<file path="src/rtl/skl_pkg.sv">
package skl_pkg;

  function automatic logic grp_gen(input logic g_hi, input logic p_hi, input logic g_lo);
    return g_hi | (p_hi & g_lo);
  endfunction

  function automatic logic grp_prop(input logic p_hi, input logic p_lo);
    return p_hi & p_lo;
  endfunction

  function automatic logic sum_bit(input logic p, input logic c);
    return p ^ c;
  endfunction

endpackage

</file>
<file path="src/rtl/skl_operand_pg.sv">
module skl_operand_pg #(
  parameter int WA     = 8,
  parameter int WB     = 8,
  parameter bit SIGNED = 1'b0,
  localparam int N     = (WA > WB) ? WA : WB
) (
  input  logic [WA-1:0] a,
  input  logic [WB-1:0] b,
  output logic [N-1:0]  a_x,
  output logic [N-1:0]  b_x,
  output logic [N-1:0]  p,
  output logic [N-1:0]  g
);
  for (genvar i = 0; i < N; i++) begin : g_bit
    if (i < WA) begin : g_a_in
      assign a_x[i] = a[i];
    end else if (SIGNED) begin : g_a_sx
      assign a_x[i] = a[WA-1];
    end else begin : g_a_zx
      assign a_x[i] = 1'b0;
    end
    if (i < WB) begin : g_b_in
      assign b_x[i] = b[i];
    end else if (SIGNED) begin : g_b_sx
      assign b_x[i] = b[WB-1];
    end else begin : g_b_zx
      assign b_x[i] = 1'b0;
    end
    assign p[i] = a_x[i] ^ b_x[i];
    assign g[i] = a_x[i] & b_x[i];
  end
endmodule

</file>
<file path="src/rtl/skl_prefix_tree.sv">
module skl_prefix_tree
  import skl_pkg::*;
#(
  parameter int N = 8,
  localparam int LV = (N > 1) ? $clog2(N) : 1
) (
  input  logic [N-1:0] p,
  input  logic [N-1:0] g,
  output logic [N:0]   carry
);
  // Position 0 holds the constant carry-in; position j>0 holds bit j-1.
  logic [N-1:0] gv [0:LV];
  logic [N-1:0] pv [0:LV];

  assign gv[0] = {g[N-2:0], 1'b0};
  assign pv[0] = {p[N-2:0], 1'b0};

  for (genvar l = 0; l < LV; l++) begin : g_lvl
    for (genvar j = 0; j < N; j++) begin : g_pos
      if (((j >> l) & 1) == 1) begin : g_merge
        localparam int PART = ((j >> l) << l) - 1;
        if (j < (2 << l)) begin : g_grey
          assign gv[l+1][j] = grp_gen(gv[l][j], pv[l][j], gv[l][PART]);
          assign pv[l+1][j] = 1'b0;
        end else begin : g_black
          assign gv[l+1][j] = grp_gen(gv[l][j], pv[l][j], gv[l][PART]);
          assign pv[l+1][j] = grp_prop(pv[l][j], pv[l][PART]);
        end
      end else begin : g_pass
        assign gv[l+1][j] = gv[l][j];
        assign pv[l+1][j] = pv[l][j];
      end
    end
  end

  assign carry[N-1:0] = gv[LV];
  // Final grey cell: carry-out from the top bit and the carry into it.
  assign carry[N] = grp_gen(g[N-1], p[N-1], gv[LV][N-1]);
endmodule

</file>
<file path="src/rtl/skl_sum_stage.sv">
module skl_sum_stage
  import skl_pkg::*;
#(
  parameter int N      = 8,
  parameter bit SIGNED = 1'b0
) (
  input  logic [N-1:0] p,
  input  logic [N:0]   carry,
  input  logic         a_msb,
  input  logic         b_msb,
  output logic [N:0]   sum
);
  for (genvar i = 0; i < N; i++) begin : g_sum
    assign sum[i] = sum_bit(p[i], carry[i]);
  end
  if (SIGNED) begin : g_top_signed
    assign sum[N] = a_msb ^ b_msb ^ carry[N];
  end else begin : g_top_unsigned
    assign sum[N] = carry[N];
  end
endmodule

</file>
<file path="src/rtl/sklansky_adder.sv">
module sklansky_adder #(
  parameter int WA     = 8,
  parameter int WB     = 8,
  parameter bit SIGNED = 1'b0,
  localparam int N     = (WA > WB) ? WA : WB
) (
  input  logic [WA-1:0] a,
  input  logic [WB-1:0] b,
  output logic [N:0]    sum
);
  logic [N-1:0] a_x;
  logic [N-1:0] b_x;
  logic [N-1:0] p;
  logic [N-1:0] g;
  logic [N:0]   carry;

  skl_operand_pg #(.WA(WA), .WB(WB), .SIGNED(SIGNED)) u_pg (
    .a(a), .b(b), .a_x(a_x), .b_x(b_x), .p(p), .g(g)
  );

  skl_prefix_tree #(.N(N)) u_tree (
    .p(p), .g(g), .carry(carry)
  );

  skl_sum_stage #(.N(N), .SIGNED(SIGNED)) u_sum (
    .p(p), .carry(carry), .a_msb(a_x[N-1]), .b_msb(b_x[N-1]), .sum(sum)
  );
endmodule

</file>
<file path="config.mk">
export PLATFORM = sky130hd
export DESIGN_NAME = sklansky_adder
export DESIGN_NICKNAME = d
export VERILOG_FILES = /design/src/rtl/skl_pkg.sv /design/src/rtl/skl_operand_pg.sv /design/src/rtl/skl_prefix_tree.sv /design/src/rtl/skl_sum_stage.sv /design/src/rtl/sklansky_adder.sv
export SDC_FILE = /design/constraint.sdc
export NUM_CORES = 1
export LEC_CHECK = 0
export BUFFER_PORTS_ARGS = -buffer_cell sky130_fd_sc_hd__buf_2
export CAP_MARGIN = 0
export CELL_PAD_IN_SITES_DETAIL_PLACEMENT = 0
export CELL_PAD_IN_SITES_GLOBAL_PLACEMENT = 1
export CORE_AREA = 2 2 39 41
export DETAILED_ROUTE_END_ITERATION = 12
export DIE_AREA = 0 0 41 43
export GPL_TIMING_DRIVEN = 1
export PLACE_DENSITY_LB_ADDON = 0.1
export SETUP_SLACK_MARGIN = 0.05
export SYNTH_ARGS = -nofsm -noshare
export SYNTH_HDL_FRONTEND = slang
export SYNTH_SLANG_ARGS = --single-unit
</file>
<file path="constraint.sdc">
create_clock -name vclk -period 3.7
set_input_delay 0.37 -clock vclk [all_inputs]
set_output_delay 0.37 -clock vclk [all_outputs]
set_load 0.05 [all_outputs]
</file>
Yosys cells after proc, flatten, opt, wreduce, memory -nomap -nowiden
Cells that the tools add are included.
{"block": "classes", "add_sub_neg": 0, "mul": 0, "div_mod_pow": 0, "n_lt_le_gt_ge": 0, "eq_ne": 0, "shift": 0, "n_mux": 0, "n_bitwise": 52, "reduce_logical": 0}
{"op": "$and A1 B1 Y1", "count": 25}
{"op": "$xor A1 B1 Y1", "count": 15}
{"op": "$or A1 B1 Y1", "count": 12}
{"block": "totals", "reg_bits": 0, "latchBits": 0, "ramBits": 0, "mem_bits_ro": 0, "input_bits": 16, "out_inout_bits": 9, "wordCells": 52, "n_memories": 0}

Longest topological paths before layout
{"block": "logic_depth", "word_depth": 8, "ltp_mapped": 6, "depth_no_buf": 6}

Hierarchy
From an unflattened synthesis, not the netlist that was laid out.
{"block": "unflattened", "hier_cells": 52, "area_unflattened_um2": 426.7}
{"mod": "skl_operand_pg", "instances": 1, "cells_per_inst": 24, "area_each_um2": 220.2, "seq_area_each_um2": 0.0}
{"mod": "skl_prefix_tree", "instances": 1, "cells_per_inst": 19, "area_each_um2": 128.9, "seq_area_each_um2": 0.0}
{"mod": "skl_sum_stage", "instances": 1, "cells_per_inst": 9, "area_each_um2": 77.6, "seq_area_each_um2": 0.0}

Worst setup path after synthesis
No wires, ideal clock.
{"block": "synth_path", "kind": "input to output", "start": "input a[1]", "end": "output sum[7]", "arrival_ns": 2.093, "t_required_ns": 3.330, "slack_ns": 1.237, "path_stages": 6, "path_buffers": 0, "cell_sequence": "ha_1 -> a211oi_1 -> o21ai_0 -> a31oi_1 -> fa_1 -> inv_1"}
{"block": "synth_via", "elab_chain_cells": 7, "word_cells_on_any_way": 10, "classes_between": "bitwise (10)"}
{"item": "from (decl)", "line_no": "sklansky_adder.sv:7", "text": "input logic [WA-1:0] a,"}
{"item": "$and A1 B1 Y1 / $xor A1 B1 Y1 (equally long branches)", "line_no": "skl_operand_pg.sv:30, skl_operand_pg.sv:29"}
{"item": "$and A1 B1 Y1, on equally long branches", "line_no": "skl_pkg.sv:4, skl_pkg.sv:8"}
{"item": "$or A1 B1 Y1 / $and A1 B1 Y1 (equally long branches)", "line_no": "skl_pkg.sv:4", "text": "return g_hi | (p_hi & g_lo);"}
{"item": "$or A1 B1 Y1 (*)", "line_no": "skl_pkg.sv:4"}
{"item": "$and A1 B1 Y1 (*)", "line_no": "skl_pkg.sv:4"}
{"item": "$or A1 B1 Y1 (*)", "line_no": "skl_pkg.sv:4"}
{"item": "$xor A1 B1 Y1 (*)", "line_no": "skl_pkg.sv:12", "text": "return p ^ c;"}
{"item": "to (decl)", "line_no": "sklansky_adder.sv:9", "text": "output logic [N:0] sum"}
Every way passes the cells marked *; elsewhere a longest branch is shown, timed or not.

Worst setup path after layout
Ends and elaborated chain as after synthesis.

==> flow_metrics.py <==
metrics = {
    "status": {
        "status": "finished, final reports clean",
    },
    "critical_path": {
        "cp.arrival_ns": 2.32,
        "critPathMaxFanout": 3,
        "cp.required_ns": 3.33,
        "crit_type": "input port to output port",
        "cp-start-kind": "input port",
        "endpoint_kind": "output port",
        "startpoint": "a[1]",
    },
    "timing": {
        "period_minus_slack_ns": 2.69,
        "fin_setup_tns_ns": 0,
        "max_freq_mhz": 372,
        "fin_crit_sh_pct": 72.7,
        "fin_ws_ns": 1.01,
        "final_max_slew_viol_count": 0,
        "fin_hold_ws_ns": 1.16,
        "final-setup-viol-count": 0,
        "max_slew_margin_pct": 76.1,
        "rsz0062_at_grt": "no",
        "worst_slew_pin_slew_ns": 0.357,
        "finalHoldViolations": 0,
    },
    "run": {
        "drv_cap": 0,
    },
    "floorplan": {
        "core-area_mm2": 0.00138,
        "die_area_mm2": 0.00176,
        "die_x_um": 41,
        "pin_count": 25,
        "rows": 14,
        "die_h_um": 43,
        "start_util_pct": 23.2,
    },
    "detailed_routing": {
        "routed_wl_um": 624,
        "drc_errors": 0,
        "via_count": 342,
        "final_antenna_net_count": 0,
        "vias_per_cell": 4.28,
        "wl_per_cell_um": 7.80,
        "drt_iter0_drc": 0,
        "dr.pass1.iters": 1,
    },
    "grt": {
        "overflow": 0,
        "grt_max_degree": 7,
        "grt_pass1_vias": 305,
        "grt.total_usage_pct": 7.30,
        "antenna_found_initial": 0,
        "grt_pass1_wl_um": 979,
    },
    "power_and_ir_drop": {
        "p_sw_share_pct": 70.8,
        "switchingPower_mw": 0.0940,
        "power_mw": 0.133,
        "intPower_mw": 0.0387,
        "cellLeakagePower_nw": 0.282,
        "ir_drop_mv": 0.101,
        "pwr-share-clk_pct": 0,
        "comb_power_share_pct": 100.0,
        "p_per_area_mw_per_mm2": 284,
        "seq_power_share_pct": 0,
    },
    "synthesis": {
        "synth_top_area_cell": "ha_1",
        "syn_area_um2": 322,
        "synth.distinct_cells": 17,
        "syn_avg_cell_area_um2": 8.25,
        "synth_nets": 65,
        "netlist.area_leader.share_pct": 27.2,
        "yosys_warnings": 0,
        "yosysSeqAreaShare_pct": 0,
        "ys_top_cells_by_area": "ha_1 (27%), fa_1 (19%), inv_1 (14%)",
        "syn_inst": 39,
    },
    "cells_and_area": {
        "final_layout_size_suffix_gt1_share_pct": 42.2,
        "clock_buffers": 0,
        "final_common_cell": "buf_2",
        "seq_area_um2": 0,
        "instances_no_fill": 80,
        "nNetsFinal": 92,
        "antenna_cells": 0,
        "multiInputGateArea_um2": 277,
        "syn2layout_area_growth_pct": 45.1,
        "final_cell_mix": "buf_2 (25), inv_1 (12), ha_1 (7)",
        "numSequentialCells": 0,
        "fillers": 161,
    },
    "placed_design": {
        "gp_congestion": 0.617,
        "dp_hpwl_um": 603,
        "numPortBuffers": 25,
        "dp.cells": 80,
        "preCtsSetupSlack_ns": 0.985,
    },
    "hold_path": {
        "min_path_type": "input port to output port",
        "min_from": "b[0]",
    },
    "clocking": {
        "cts_hold_buf": 0,
        "cts_setup_buffers": 0,
        "cts_resized": 0,
    },
}
[per-stage QoR]
step	cell area (um2)	util [%]
after global routing	467	33.7
after floorplan	322	-
after CTS	467	33.7
after global placement	467	33.7
after detailed placement	467	33.7
final	467	33.7
[logic make-up after synthesis]
logic type | synth area share [%]
AND/OR/NAND/NOR | 8.17
AO/OA/AOI/OAI | 23.7
adder cells (fa/ha/maj) | 45.9
XOR/XNOR | 8.17
buffers and inverters | 14.0
[metal layers]
layer  share of wire (%)  up-vias  track usage (%)
li1                    -      184                -
met1                  44      145             8.25
met2                  48       13             14.7
met3                 8.2        0                0
met4                   0        0                0
met5                   0        -                0
[final cells by class]
type,instances,share of cell area [%]
Inverter,12,9.65
Multi-Input combinational cell,27,59.2
Tap cell,16,4.29
Timing Repair Buffer,25,26.8
[critical path, stage by stage]
cell and delay (ns):
buf_2 0.11, ha_1 0.30, a211oi_1 0.37, o21ai_0 0.20, a31oi_1 0.23, fa_1 0.43, inv_1 0.06, buf_2 0.25
[power by group through the flow]
stage / Clock (mW) / Sequential, mW / Combinational (mW)
2_1_floorplan: 0 / 0 / 0.104
3_3_place_gp: 0 / 0 / 0.135
3_5_place_dp: 0 / 0 / 0.134
4_1_cts: 0 / 0 / 0.135
5_1_grt: 0 / 0 / 0.145
6_report: 0 / 0 / 0.133
[cell usage after synthesis]
| library cell | n |
|---|---|
| inv_1 | 12 |
| ha_1 | 7 |
| fa_1 | 3 |
| a21o_1 | 2 |
| a21oi_1 | 2 |
| xnor2_1 | 2 |
| a211oi_1 | 1 |
| a31oi_1 | 1 |
| nand2b_1 | 1 |
| nor3_1 | 1 |
| o2111a_1 | 1 |
| o211ai_2 | 1 |
| o21ai_0 | 1 |
| o221ai_1 | 1 |
| or3_1 | 1 |
| or3b_2 | 1 |
| xor2_1 | 1 |
[worst paths after layout]
path / to / slack [ns] / depth (start not counted)
worst max-delay path: sum[7] / 1.01 / 8
worst min-delay path: sum[0] / 1.16 / 3
Power figures use the tool's default switching activity.
